**config.mk**
```make
export PLATFORM = sky130hd
export DESIGN_NAME = lockwd_top
export DESIGN_NICKNAME = d
export VERILOG_FILES = /design/src/rtl/lockwd_pkg.sv /design/src/rtl/lockwd_prescale.sv /design/src/rtl/lockwd_regs.sv /design/src/rtl/lockwd_core.sv /design/src/rtl/lockwd_top.sv
export SDC_FILE = /design/constraint.sdc
export NUM_CORES = 1
export LEC_CHECK = 0
export ABC_AREA = 1
export BUFFER_PORTS_ARGS = -buffer_cell sky130_fd_sc_hd__buf_2
export CORE_ASPECT_RATIO = 0.7
export CORE_MARGIN = 2
export CORE_UTILIZATION = 50
export CTS_BUF_LIST = sky130_fd_sc_hd__clkbuf_4 sky130_fd_sc_hd__clkbuf_8
export DETAILED_ROUTE_END_ITERATION = 8
export GPL_TIMING_DRIVEN = 0
export PLACE_DENSITY = 0.71
export SLEW_MARGIN = 20
export SYNTH_ARGS = -nofsm -noshare
export SYNTH_HDL_FRONTEND = slang
export SYNTH_HIERARCHICAL = 1
export SYNTH_SLANG_ARGS = --single-unit
```
**constraint.sdc**
```tcl
create_clock -name clk -period 2.35 [get_ports clk]
set_clock_uncertainty 0.05 [all_clocks]
set_input_delay 0.47 -clock clk [delete_from_list [all_inputs] [get_ports clk]]
set_output_delay 0.47 -clock clk [all_outputs]
set_load 0.05 [all_outputs]
```
**src/rtl/lockwd_pkg.sv**
```systemverilog
package lockwd_pkg;

    localparam int unsigned ADDR_W = 12;

    localparam logic [ADDR_W-1:0] OFS_PERIOD = 12'h000;
    localparam logic [ADDR_W-1:0] OFS_CTRL   = 12'h008;
    localparam logic [ADDR_W-1:0] OFS_SVC    = 12'h00C;
    localparam logic [ADDR_W-1:0] OFS_GUARD  = 12'hC00;

    localparam logic [31:0] GUARD_KEY = 32'h1ACC_E551;

    typedef struct packed {
        logic rst_en;
        logic run;
    } ctrl_t;

endpackage

```
**src/rtl/lockwd_prescale.sv**
```systemverilog
module lockwd_prescale #(
    parameter int unsigned DIV = 16
) (
    input  logic clk,
    input  logic rst_n,
    input  logic run_i,
    input  logic restart_i,
    output logic tick_o
);
    localparam int unsigned CW = (DIV > 1) ? $clog2(DIV) : 1;
    localparam logic [CW-1:0] LAST = CW'(DIV - 1);

    typedef struct packed {
        logic [CW-1:0] cnt;
    } pre_t;

    pre_t pre_d, pre_q;

    assign tick_o = run_i && (pre_q.cnt == LAST);

    always_comb begin
        pre_d = pre_q;
        if (!run_i || restart_i || tick_o) begin
            pre_d.cnt = '0;
        end else begin
            pre_d.cnt = pre_q.cnt + 1'b1;
        end
    end

    always_ff @(posedge clk or negedge rst_n) begin
        if (!rst_n) begin
            pre_q <= '0;
        end else begin
            pre_q <= pre_d;
        end
    end

    generate
        if (DIV > 1) begin : g_tick_chk

            tick_spacing_chk: assert property (@(posedge clk) disable iff (!rst_n)
                tick_o |=> !tick_o)
                else $error("prescaler ticked on adjacent cycles");
        end
    endgenerate

endmodule

```
**src/rtl/lockwd_regs.sv**
```systemverilog
module lockwd_regs
    import lockwd_pkg::*;
#(
    parameter int unsigned DW = 32
) (
    input  logic              clk,
    input  logic              rst_n,
    input  logic [ADDR_W-1:0] addr_i,
    input  logic              we_i,
    input  logic [DW-1:0]     wdata_i,
    output logic [DW-1:0]     rdata_o,
    output logic [DW-1:0]     period_o,
    output ctrl_t             ctrl_o,
    output logic              load_o,
    output logic [DW-1:0]     load_val_o,
    output logic              svc_o
);
    typedef struct packed {
        logic [DW-1:0] period;
        ctrl_t         ctrl;
        logic          locked;
    } regs_t;

    regs_t r_d, r_q;

    logic wr_period, wr_ctrl, wr_svc, wr_guard, open_wr;

    always_comb begin
        open_wr   = !r_q.locked;
        wr_period = we_i && open_wr && (addr_i == OFS_PERIOD);
        wr_ctrl   = we_i && open_wr && (addr_i == OFS_CTRL);
        wr_svc    = we_i && open_wr && (addr_i == OFS_SVC);
        wr_guard  = we_i && (addr_i == OFS_GUARD);
    end

    always_comb begin
        r_d = r_q;
        if (wr_period) begin
            r_d.period = wdata_i;
        end
        if (wr_ctrl) begin
            r_d.ctrl.run    = wdata_i[0];
            r_d.ctrl.rst_en = wdata_i[1];
        end
        if (wr_guard) begin
            r_d.locked = (wdata_i != DW'(GUARD_KEY));
        end
    end

    always_ff @(posedge clk or negedge rst_n) begin
        if (!rst_n) begin
            r_q.period <= '1;
            r_q.ctrl   <= '0;
            r_q.locked <= 1'b0;
        end else begin
            r_q <= r_d;
        end
    end

    always_comb begin
        rdata_o = '0;
        case (addr_i)
            OFS_PERIOD: rdata_o = r_q.period;
            OFS_CTRL:   rdata_o = DW'({r_q.ctrl.rst_en, r_q.ctrl.run});
            OFS_GUARD:  rdata_o = DW'(r_q.locked);
            default:    rdata_o = '0;
        endcase
    end

    assign period_o   = r_q.period;
    assign ctrl_o     = r_q.ctrl;
    assign svc_o      = wr_svc;
    assign load_o     = wr_period || wr_svc;
    assign load_val_o = wr_period ? wdata_i : r_q.period;


    locked_period_chk: assert property (@(posedge clk) disable iff (!rst_n)
        (r_q.locked && we_i && addr_i == OFS_PERIOD) |=> $stable(period_o))
        else $error("period changed while locked");


    locked_ctrl_chk: assert property (@(posedge clk) disable iff (!rst_n)
        (r_q.locked && we_i && addr_i == OFS_CTRL) |=> $stable(ctrl_o))
        else $error("control changed while locked");

endmodule

```
**src/rtl/lockwd_core.sv**
```systemverilog
module lockwd_core #(
    parameter int unsigned DW = 32
) (
    input  logic          clk,
    input  logic          rst_n,
    input  logic          run_i,
    input  logic          rst_en_i,
    input  logic          tick_i,
    input  logic          load_i,
    input  logic [DW-1:0] load_val_i,
    input  logic [DW-1:0] period_i,
    input  logic          svc_i,
    output logic          pend_o,
    output logic          sysrst_o
);
    typedef struct packed {
        logic [DW-1:0] cnt;
        logic          pend;
        logic          rst;
    } core_t;

    core_t c_d, c_q;

    always_comb begin
        c_d     = c_q;
        c_d.rst = 1'b0;
        if (load_i) begin
            c_d.cnt = load_val_i;
            if (svc_i) begin
                c_d.pend = 1'b0;
            end
        end else if (run_i && tick_i) begin
            if (c_q.cnt == '0) begin
                c_d.cnt = period_i;
                if (c_q.pend) begin
                    c_d.rst = rst_en_i;
                end else begin
                    c_d.pend = 1'b1;
                end
            end else begin
                c_d.cnt = c_q.cnt - 1'b1;
            end
        end
    end

    always_ff @(posedge clk or negedge rst_n) begin
        if (!rst_n) begin
            c_q.cnt  <= '1;
            c_q.pend <= 1'b0;
            c_q.rst  <= 1'b0;
        end else begin
            c_q <= c_d;
        end
    end

    assign pend_o   = c_q.pend;
    assign sysrst_o = c_q.rst;


    count_hold_chk: assert property (@(posedge clk) disable iff (!rst_n)
        (!tick_i && !load_i) |=> $stable(c_q.cnt))
        else $error("counter moved without tick or load");


    rst_pulse_chk: assert property (@(posedge clk) disable iff (!rst_n)
        sysrst_o |=> !sysrst_o)
        else $error("reset held longer than one clock");


    rst_cause_chk: assert property (@(posedge clk) disable iff (!rst_n)
        $rose(sysrst_o) |-> ($past(pend_o) && $past(rst_en_i)))
        else $error("reset without pending interrupt and enable");


    svc_clear_chk: assert property (@(posedge clk) disable iff (!rst_n)
        svc_i |=> !pend_o)
        else $error("service did not clear pending flag");

endmodule

```
**src/rtl/lockwd_top.sv**
```systemverilog
module lockwd_top
    import lockwd_pkg::*;
#(
    parameter int unsigned DW  = 32,
    parameter int unsigned DIV = 16
) (
    input  logic          clk,
    input  logic          rst_n,
    input  logic [11:0]   bus_addr,
    input  logic          bus_we,
    input  logic [DW-1:0] bus_wdata,
    output logic [DW-1:0] bus_rdata,
    output logic          irq_o,
    output logic          sysrst_o
);
    logic [DW-1:0] period;
    ctrl_t         ctrl;
    logic          load;
    logic [DW-1:0] load_val;
    logic          svc;
    logic          tick;
    logic          pend;

    lockwd_regs #(.DW(DW)) u_regs (
        .clk        (clk),
        .rst_n      (rst_n),
        .addr_i     (bus_addr),
        .we_i       (bus_we),
        .wdata_i    (bus_wdata),
        .rdata_o    (bus_rdata),
        .period_o   (period),
        .ctrl_o     (ctrl),
        .load_o     (load),
        .load_val_o (load_val),
        .svc_o      (svc)
    );

    lockwd_prescale #(.DIV(DIV)) u_pre (
        .clk       (clk),
        .rst_n     (rst_n),
        .run_i     (ctrl.run),
        .restart_i (load),
        .tick_o    (tick)
    );

    lockwd_core #(.DW(DW)) u_core (
        .clk        (clk),
        .rst_n      (rst_n),
        .run_i      (ctrl.run),
        .rst_en_i   (ctrl.rst_en),
        .tick_i     (tick),
        .load_i     (load),
        .load_val_i (load_val),
        .period_i   (period),
        .svc_i      (svc),
        .pend_o     (pend),
        .sysrst_o   (sysrst_o)
    );

    assign irq_o = pend && ctrl.run;


    irq_gate_chk: assert property (@(posedge clk) disable iff (!rst_n)
        irq_o |-> ctrl.run)
        else $error("interrupt shown while disabled");

endmodule

```
==> impl_metrics.tcl <==
set metrics [dict create \
    status "complete, no violations" \
    num_io_pins 81 \
    start_kind "input pin" \
    dieArea_um2 12500 \
    grt_use_met1_pct 43.6 \
    avgSynthCellArea_um2 6.28 \
    grt-ovfl-total 0 \
    rr_startpoint "u_regs/r_q[0]" \
    vias_per_cell 4.88 \
    synth_area_um2 5800 \
    grt_max_degree 45 \
    core-area_um2 11200 \
    ys_types 29 \
    row_count 32 \
    synthCells 924 \
    max_freq_mhz 448 \
    slew_headroom_pct 60.5 \
    worstSetupPathType "input pin to output port" \
    clk_pin_slew_ns 0.08 \
    syn_nets 974 \
    syn2layout_area_growth_pct 16.9 \
    root_buffer "clkbuf_8" \
    place_congestion 1.02 \
    maxCapViolations 0 \
    r2r_setup_slack_ns 0.22 \
    holdPathEnd "u_regs/period_o[4]" \
    yosysWarnings 6 \
    io_buffers 80 \
    reg2regPathDepth 8 \
    rsz0062_at_grt "false" \
    reg2reg_to "u_core/c_q[2]" \
    whs_ns 0.278 \
    die_x_um 133 \
    yosysSeqAreaShare_pct 32.9 \
    worstHoldStart "bus_wdata[4]" \
    route.vias.total 5730 \
    finalWirelength_um 16900 \
    diodes 0 \
    place_ws_ns -0.752 \
    fin_area_um2 6790 \
    place_inst 1158 \
    n_fill_cell 1123 \
    fin_cells 1174 \
    drc 0 \
    worstHoldPathCells 3 \
    worstMarginPinSlew_ns 0.590 \
    busiest_layer "met1" \
    leakagePower_nw 3.72 \
    cts_buffer_depth 2 \
    hpwlAfterDp_um 13100 \
    layout-drive-gt1-share_pct 26.9 \
    cts_tree "done" \
    die_h_um 94.1 \
    fin_crit_ns 2.23 \
    fin_util_pct 60.7 \
    critPathRequiredTime_ns 1.83 \
    cp_max_fo 10 \
    dr.pass1.iters 5 \
    detail-route-antenna-nets 0 \
    vdd_drop_max_uv 202 \
    drt_iter0_markers 481 \
    grt_pass1_vias 5144 \
    grt_usage_pct 28.3 \
    placed_cell_area_um2 6430 \
    met3_usage_pct 4.26 \
    fin_ws_ns 0.116 \
    min_period_over_period_pct 95.1 \
    slew_viol_final 0 \
    synth-seq-cells 73 \
    hold_viol 0 \
    grt_pass1_wl_um 27000 \
    end_kind "output port" \
    final-setup-viol-count 0 \
    cts_buffers 9 \
    gr-usage-met2_pct 41.4 \
    antenna_found_initial 0 \
    nets 1066 \
    p_per_area_nw_per_um2 397 \
    cts_sinks 73 \
    min_path_type "input pin to flop" \
    worstPathArrival_ns 1.71 \
    clk_latency_ns 0.37 \
    start_util_pct 52.0 \
    holdBufCountCts 0 \
    htreeDepth 3 \
    wl_per_cell_um 14.4 \
]
[report_power, final]
group	total [mW]	switching [mW]	internal [mW]
Combinational	0.129	0.0788	0.0503
Sequential	1.27	0.00230	1.27
Clock	1.29	0.501	0.793
[worst max-delay path, cell delays in order]
cell	delay [ns]
buf_2	0.10
nor2_1	0.09
nand2_1	0.09
nor2_4	0.21
nand2_1	0.11
clkbuf_4	0.25
nor2_1	0.14
clkbuf_4	0.24
[how the worst max path moves through the flow]
stage,from,endpoint,slack [ns],depth (start not counted)
global route,bus_addr[11],bus_rdata[7],0.001,8
floorplan,bus_addr[7],bus_rdata[10],0.01,6
finish,bus_addr[11],bus_rdata[7],0.12,8
CTS,bus_addr[7],bus_rdata[31],-0.007,8
detailed placement,bus_addr[2],u_core/sysrst_o,-0.75,12
global placement,bus_addr[2],u_core/sysrst_o,-0.73,12
[registers in the layout (all words and copies together), names as in the netlist]
signal / cells
u_regs/ctrl_o: 2
u_core/c_q: 32
u_core/sysrst_o: 1
u_regs/r_q: 1
u_regs/period_o: 32
u_pre/pre_q: 4
u_core/pend_o: 1
[per-stage QoR]
step | total power, mW | setup TNS [ns]
after floorplan | 1.33 | 0
after global placement | 1.41 | -21.78
after detailed placement | 1.42 | -24.07
after CTS | 2.71 | -0.00667
after global routing | 2.78 | 0
final | 2.69 | 0
[layer usage]
metal	vias up	part of all wire, %
met2	199	40
met1	2576	51
met3	16	7.9
met5	-	0
met4	0	1.0
li1	2939	-
[cells in the final DEF (no fill, tap or decap)]
master      instances
nand3b_1            1
ha_1                3
o21bai_2            2
nor2_2             13
buf_16              1
clkbuf_4           21
bufinv_16           3
buf_6              10
dfrtp_1             9
nand4_1            10
nor3_2              1
nor3_1              7
nand2_2             2
a21oi_1             1
inv_4               1
o21ai_0            34
nor2_8              1
clkbuf_8           12
buf_2              61
inv_2               3
inv_1             191
dfstp_2            64
clkbuf_2            6
nor2_4              5
nand3_1            87
clkinvlp_4          1
o21ai_2            23
buf_4              42
nor2_1            113
nand3_4             1
o21bai_1            1
nand2_1           270
nand2_4             2
o21ai_1            18
xnor2_1             1
[cell families after synthesis]
family	count (synthesis)	synth area share, %
compound gates	79	8.56
fa+ha+maj	3	0.647
simple gates	513	37.6
flops	73	32.9
xor+xnor	1	0.151
buf+inv	255	20.2
[cell usage after synthesis (all sizes together)]
| cell type | number | area, µm² |
|---|---|---|
| dfrtp | 9 | 225 |
| o21bai | 3 | 30.0 |
| dfstp | 64 | 1680 |
| buf | 49 | 398 |
| a21oi | 1 | 5.00 |
| xnor2 | 1 | 8.76 |
| o21ai | 75 | 462 |
| nand4 | 10 | 62.6 |
| nand3b | 1 | 7.51 |
| inv | 195 | 734 |
| nor3 | 8 | 40.0 |
| nor2 | 132 | 577 |
| nand2 | 274 | 1050 |
| nand3 | 88 | 445 |
| ha | 3 | 37.5 |
| clkbuf | 11 | 41.3 |
[area by class of cell]
type	instances	area, µm²	share of cell area, %
plain buffers	58	445	6.56
clock buffers	12	165	2.43
clock inverters	4	97.6	1.44
inverters	195	734	10.8
multi-input cells	596	2740	40.4
flip-flops and latches	73	1910	28.1
well taps	153	191	2.82
repair buffers	83	503	7.41
[what timing repair did]
action,CTS,global route
pin swaps,0,1
endpoints found under the hold margin,0,0
endpoints found under the setup margin,64,66
cloned,0,0
resized for setup,11,31
setup buffers,0,2
Note: power is estimated with default switching activity, not from simulation.
